## config.mk

```make
export PLATFORM = sky130hd
export DESIGN_NAME = card_clk_sel
export DESIGN_NICKNAME = d
export VERILOG_FILES = /design/src/rtl/card_clk_sel.sv
export SDC_FILE = /design/constraint.sdc
export NUM_CORES = 1
export LEC_CHECK = 0
export ABC_CLOCK_PERIOD_IN_PS = 1730
export CORE_MARGIN = 10
export CORE_UTILIZATION = 51
export DETAILED_ROUTE_END_ITERATION = 10
export DONT_BUFFER_PORTS = 1
export MAX_ROUTING_LAYER = met4
export PLACE_DENSITY = 0.77
export SLEW_MARGIN = 10
export SYNTH_ARGS = -nofsm -noshare
export SYNTH_HDL_FRONTEND = slang
export SYNTH_SLANG_ARGS = --single-unit
```

## constraint.sdc

```tcl
create_clock -name clk -period 1.73 [get_ports clk]
set_input_delay 0.346 -clock clk [delete_from_list [all_inputs] [get_ports clk]]
set_output_delay 0.346 -clock clk [all_outputs]
set_load 0.05 [all_outputs]
```

## src/rtl/card_clk_sel.sv

```systemverilog
module card_clk_sel #(
  parameter int SYNC = 2
) (
  input  logic clk,
  input  logic rst_n,
  input  logic xtal_i,
  input  logic osc_i,
  input  logic strobe_i,
  input  logic run_mode,
  input  logic use_strobe,
  input  logic div_hi,
  input  logic div_lo,
  input  logic gate_en,
  output logic card_clk,
  output logic host_clk
);
  localparam int SW = (SYNC < 1) ? 1 : SYNC;

  typedef enum logic [2:0] {S_STOP, S_OSC2, S_X4, S_X2, S_STRB} src_t;

  logic [SW:0] xs, os, ss;
  logic [1:0]  xcnt;
  logic        ohalf;
  src_t        cur, cur_n, want;
  logic        hold, hold_n, prev_sv, card_r, host_r;
  logic        sv_cur, sv_nxt;

  always_ff @(posedge clk or negedge rst_n)
    if (!rst_n) begin
      xs <= '0; os <= '0; ss <= '0;
    end else begin
      xs <= {xs[SW-1:0], xtal_i};
      os <= {os[SW-1:0], osc_i};
      ss <= {ss[SW-1:0], strobe_i};
    end

  wire x_rise = xs[SW-1] & ~xs[SW];
  wire o_rise = os[SW-1] & ~os[SW];

  always_ff @(posedge clk or negedge rst_n)
    if (!rst_n) begin
      xcnt  <= '0;
      ohalf <= 1'b0;
    end else begin
      if (x_rise) xcnt <= xcnt + 2'd1;
      if (o_rise) ohalf <= ~ohalf;
    end

  function automatic logic pick(src_t c, logic o2, logic x4, logic x2, logic st);
    case (c)
      S_OSC2:  return o2;
      S_X4:    return x4;
      S_X2:    return x2;
      S_STRB:  return st;
      default: return 1'b0;
    endcase
  endfunction

  always_comb begin
    if (!run_mode || !gate_en) want = S_STOP;
    else if (use_strobe)       want = S_STRB;
    else
      case ({div_hi, div_lo})
        2'b10:   want = S_OSC2;
        2'b00:   want = S_X4;
        2'b01:   want = S_X2;
        default: want = S_STOP;
      endcase
  end

  always_comb begin
    sv_cur = pick(cur, ohalf, xcnt[1], xcnt[0], ss[SW-1]);
    cur_n  = cur;
    hold_n = hold;
    if (want != cur && !card_r) begin
      cur_n  = want;
      hold_n = 1'b1;
    end else if (hold && (cur == S_STOP || (prev_sv && !sv_cur))) begin
      hold_n = 1'b0;
    end
    sv_nxt = pick(cur_n, ohalf, xcnt[1], xcnt[0], ss[SW-1]);
  end

  always_ff @(posedge clk or negedge rst_n)
    if (!rst_n) begin
      cur     <= S_STOP;
      hold    <= 1'b1;
      prev_sv <= 1'b0;
      card_r  <= 1'b0;
      host_r  <= 1'b0;
    end else begin
      cur     <= cur_n;
      hold    <= hold_n;
      prev_sv <= (cur_n != cur) ? 1'b0 : sv_cur;
      card_r  <= !hold_n && sv_nxt;
      host_r  <= (!run_mode || (!use_strobe && div_hi && !div_lo)) ? ohalf : xs[SW-1];
    end

  assign card_clk = card_r;
  assign host_clk = host_r;

  assert_switch_low_R8: assert property (@(posedge clk) disable iff (!rst_n)
    (cur != $past(cur)) |-> !$past(card_r));

  assert_sleep_low_R7: assert property (@(posedge clk) disable iff (!rst_n)
    (!run_mode && !card_clk) |=> !card_clk);

  assert_gate_low_R9: assert property (@(posedge clk) disable iff (!rst_n)
    (!gate_en && !card_clk) |=> !card_clk);

  assert_stop_code_R5: assert property (@(posedge clk) disable iff (!rst_n)
    (run_mode && gate_en && !use_strobe && div_hi && div_lo && !card_clk) |=> !card_clk);
endmodule

```

### Yosys cells after proc, flatten, opt, wreduce, memory -nomap -nowiden

Cells that the tools add are included.

| cells by class | value |
|---|---|
| add/subtract/negate cells | 1 |
| equal/unequal tests | 12 |
| multiplexer cells | 10 |
| bitwise gates (word level) | 5 |
| reduce and logical (&&, ||, !) cells | 18 |

Operators with widths:

| operator | count |
|---|---|
| $eq 3x2->1 const B | 4 |
| $mux 3 | 3 |
| $pmux 1 s4 | 2 |
| $logic_not 1->1 | 7 |
| $eq 3x1->1 const B | 2 |
| $eq 3x3->1 const B | 2 |
| $logic_and 1x1->1 | 6 |
| $ne 3x3->1 | 2 |
| $pmux 2 s3 | 1 |
| $mux 1 | 4 |
| $logic_not 3->1 | 1 |
| $logic_or 1x1->1 | 3 |
| $not 1->1 | 3 |
| $add 2x1->2 const B | 1 |
| $and 1x1->1 | 2 |
| $eq 2x1->1 const B | 1 |
| $eq 2x2->1 const B | 1 |
| $logic_not 2->1 | 1 |

| word-level totals | value |
|---|---|
| flip-flop bits (word level) | 18 |
| input bits | 10 |
| output and inout port bits | 2 |
| logic and storage cells | 56 |

### Logic depth before layout (Yosys ltp)

| depth | value |
|---|---|
| word-level depth | 10 |
| mapped depth | 7 |

### Worst setup path before layout

OpenSTA, ideal clock, no wires.

| timing | value |
|---|---|
| path kind | register -> register |
| start point | reg card_r, in the netlist card_clk |
| end point | reg card_r, in the netlist card_clk |
| library setup time | 0.128 ns |
| arrival | 1.715 ns |
| data required time | 1.602 ns |
| setup slack | -0.113 ns |
| cell stages (with the launch flop) | 6 |
| path through | dfrtp_1 inv_1 o311a_1 a311oi_4 mux2i_1 o31ai_2 |

| between the ends | value |
|---|---|
| cells in the longest elaborated chain, start to end | 6 |
| elaborated cells on any way between the ends | 11 |
| those cells by class | 4 x eq/ne; 3 x mux; 4 x reduce/logical |

Ends and longest elaborated chain:

| item | RTL line | source |
|---|---|---|
| start, declared | 25 | `logic hold, hold_n, prev_sv, card_r, host_r;` |
| start signal, assigned | 95 | `card_r <= !hold_n && sv_nxt;` |
| $logic_not 1->1 * | 75 | `if (want != cur && !card_r) begin` |
| $logic_and 1x1->1 * | 75 |  |
| $mux 3 * | 75 |  |
| net cur_n[2] | 24 | `src_t cur, cur_n, want;` |
| $eq 3x3->1 (tied with other cells) | 50 | `case (c)` |
| $pmux 1 s4 * | 50 |  |
| $logic_and 1x1->1 * | 95 |  |

The timed path passes the listed nets; every way through them passes the cells marked *.
A chain may end at the register's enable or synchronous reset.

### Worst setup path in the final report

| timing | value |
|---|---|
| start point | reg cur[1] |
| end point | reg card_r, in the netlist card_clk |

| between the ends | value |
|---|---|
| cells in the longest elaborated chain, start to end | 10 |
| elaborated cells on any way between the ends | 22 |
| those cells by class | 9 x eq/ne; 5 x mux; 8 x reduce/logical |

Ends and longest elaborated chain:

| item | RTL line | source |
|---|---|---|
| start, declared | 24 |  |
| start signal, assigned | 92 | `cur <= cur_n;` |
| $eq 3x3->1 (tied with other cells) | 50 |  |
| $pmux 1 s4 | 50 |  |
| $logic_not 1->1 | 78 | `end else if (hold && (cur == S_STOP \|\| (prev_sv && !sv_cur))) begin` |
| $logic_and 1x1->1 | 78 |  |
| $logic_or 1x1->1 | 78 |  |
| $logic_and 1x1->1 | 78 |  |
| $mux 1 | 78 |  |
| $mux 1 * | 75 |  |
| net hold_n | 25 |  |
| $logic_not 1->1 * | 95 |  |
| $logic_and 1x1->1 * | 95 |  |

Marked as above.

==> results.sh <==
export IMPL_status="finished, final reports clean"
export IMPL_drt_iter0_drc=15
export IMPL_synth_edff_count=0
export IMPL_core_region_area_um2=1541
export IMPL_diodes=0
export IMPL_clockBufferDepth=2
export IMPL_nets=98
export IMPL_async_reset_ff_frac=1.000
export IMPL_grt_pass1_wl_um=2649
export IMPL_grt_pass1_vias=593
export IMPL_worst_slack_ps=104.2
export IMPL_drtPass1Iterations=5
export IMPL_cts_clk_slew_worst_paths_ps=90
export IMPL_rsz0062_at_grt="false"
export IMPL_gp_congestion=0.8586
export IMPL_die_h_um=60.61
export IMPL_ys_types=35
export IMPL_netlist_instances=71
export IMPL_cp_end_kind="flop"
export IMPL_final_layout_size_suffix_gt1_frac=0.3095
export IMPL_ir_worst_vdd_v=0.0007427
export IMPL_pwr_share_seq=0.521
export IMPL_cap_violations=0
export IMPL_p_comb_frac=0.294
export IMPL_io_buffers=0
export IMPL_slew_headroom=0.4976
export IMPL_synth_largest_area_cell="dfrtp_1"
export IMPL_powerDensity_nw_per_um2=1104
export IMPL_synth_area_top_cells="dfrtp_1, ha_1, a311oi_4"
export IMPL_ios=12
export IMPL_antenna_found_initial=0
export IMPL_p_sw_frac=0.3176
export IMPL_fin_tns_setup_ps=0
export IMPL_antenna_left=0
export IMPL_synth_top_area_share=0.5060
export IMPL_internal_power_w=0.0007708
export IMPL_h_tree_depth=1
export IMPL_syn_area_um2=840.8
export IMPL_period_needed_ps=1626
export IMPL_clock_skew_ps=1.267
export IMPL_avgSynthCellArea_um2=11.84
export IMPL_ys_ff_latch=18
export IMPL_rows=14
export IMPL_synth_commonest_cells="dfrtp_1, inv_1, nand2_1"
export IMPL_cts_buffers=3
export IMPL_design_die_area_um2=3673
export IMPL_dpl_hpwl_um=1300
export IMPL_r2r_setup_slack_ps=100
export IMPL_cts_root_buf="clkbuf_4"
export IMPL_syn_nets=84
export IMPL_finalCritPeriodShare=0.9398
export IMPL_ys_seq_area_frac=0.5372
export IMPL_crit_type="flop to flop"
export IMPL_areaGrowthSynthToFinish_pct=21.73
export IMPL_synth_flop_cell="dfrtp_1"
export IMPL_grt_ovfl_total=0
export IMPL_grt_max_degree=19
export IMPL_vias=590
export IMPL_hold_path_class="input port to flop"
export IMPL_worst_path_max_fanout=2
export IMPL_hold_viol_final=0
export IMPL_clkPwrFrac=0.185
export IMPL_pre_cts_ws_ps=-88.55
export IMPL_cp_start_kind="flop"
export IMPL_fmax_mhz=615.1
export IMPL_setup_violations=0
export IMPL_drc=0
export IMPL_avgViaCountPerCell=5.900
export IMPL_drt_wirelength_per_cell_um=16.52
export IMPL_globalRouteTotalUtil=0.09774
export IMPL_arrival_ps=1830
export IMPL_switchingPower_w=0.0003588
export IMPL_worst_pin_slew_ps=751.2
export IMPL_synth_most_common_cell="dfrtp_1"
export IMPL_leakage_nw=0.4254
export IMPL_cp_required_ps=1930
export IMPL_tritoncts="done"
export IMPL_ys_warn_count=0
export IMPL_total_power_w=0.001130
export IMPL_wl_um=1652
export IMPL_clk_insertion_delay_late_ps=290
export IMPL_chipWidth_um=60.61
export IMPL_cts_sinks=18
export IMPL_start_util=0.5455
export IMPL_slew_violations=0
## final cells by class
class	count	area (um2)
timing repair buffer	10	77.57
inverter	7	26.28
sequential	18	454.2
tap	16	20.02
multi-input combinational	45	419.2
clock buffer	4	26.28
fill	109	518.0
## registers in the layout, indices dropped and copies added (netlist names)
name,cells
cur,3
os,3
xs,3
ss,2
xcnt,2
card_clk,1
hold,1
host_clk,1
ohalf,1
prev_sv,1
## per-layer routing
metal  routed length (um)  vias up  GRT usage  part of all wire
met5                    0        -          -                 0
met4                   23        0    0.05643             0.014
met3                  138        2    0.01670             0.084
met2                  787       24     0.1572              0.48
met1                  703      284     0.1114              0.43
li1                     -      280          -                 -
## placed cells by master (no fill, tap or decap), types with 2 or more instances in the layout
master / Yosys / final
buf_4: 0 / 9
clkbuf_4: 0 / 3
dfrtp_1: 17 / 15
dfrtp_2: 0 / 2
ha_4: 0 / 3
inv_1: 7 / 6
nand2_1: 4 / 4
nand2b_1: 2 / 2
nand3b_1: 2 / 2
nor2_1: 3 / 3
nor3_1: 3 / 3
o21ai_0: 2 / 2
xnor2_1: 3 / 3
## metrics by stage
step	cell area, um2	hold WS (ps)	std cells	util
after detailed placement	973.4	50.95	95	0.6315
after floorplan	890.9	50.41	71	-
final	1023	75.92	100	0.6640
after global routing	1023	53.94	100	0.6640
after global placement	973.4	50.95	95	0.6315
after CTS	1010	63.17	100	0.6550
## final timing paths
check                      cells past startpoint  endpoint   start
max in group asynchronous                      1    cur[0]   rst_n
min in group asynchronous                      1     os[0]   rst_n
min                                            0     os[0]   osc_i
max                                            5  card_clk  cur[1]
min reg2reg                                    0     xs[1]   xs[0]
max reg2reg                                    5  card_clk  cur[1]
## logic make-up (layout without fill, tap and decap cells)
group / count (synthesis) / count (layout) / share of synthesized area
compound gates: 14 / 14 / 0.1533
mux: 3 / 3 / 0.03869
simple gates: 22 / 22 / 0.1577
xor+xnor: 3 / 3 / 0.03126
fa+ha+maj: 3 / 3 / 0.04465
flops: 18 / 18 / 0.5372
buf+inv: 8 / 21 / 0.03720
## power groups by stage
| stage | Clock (W) | Combinational (W) | Sequential, W |
|---|---|---|---|
| after detailed placement | 0 | 0.000315 | 0.000597 |
| after global placement | 0 | 0.000309 | 0.000593 |
| after CTS | 0.000219 | 0.000328 | 0.000589 |
| after floorplan | 0 | 0.000183 | 0.000610 |
| final | 0.000209 | 0.000332 | 0.000588 |
| after global routing | 0.000232 | 0.000361 | 0.000597 |
## worst max-delay path, stage by stage (launching register included)
cell and delay [ps]:
dfrtp_1 400, mux2_1 330, a311oi_2 310, a211o_1 190
nand2_1 100, o31ai_2 230
## repair_timing
item	4_1_cts	5_1_grt
setup buffers	0	0
endpoints found under the setup margin	0	1
endpoints found under the hold margin	18	0
hold buffers	1	0
resized for setup	0	3
Power figures use the tool's default switching activity.
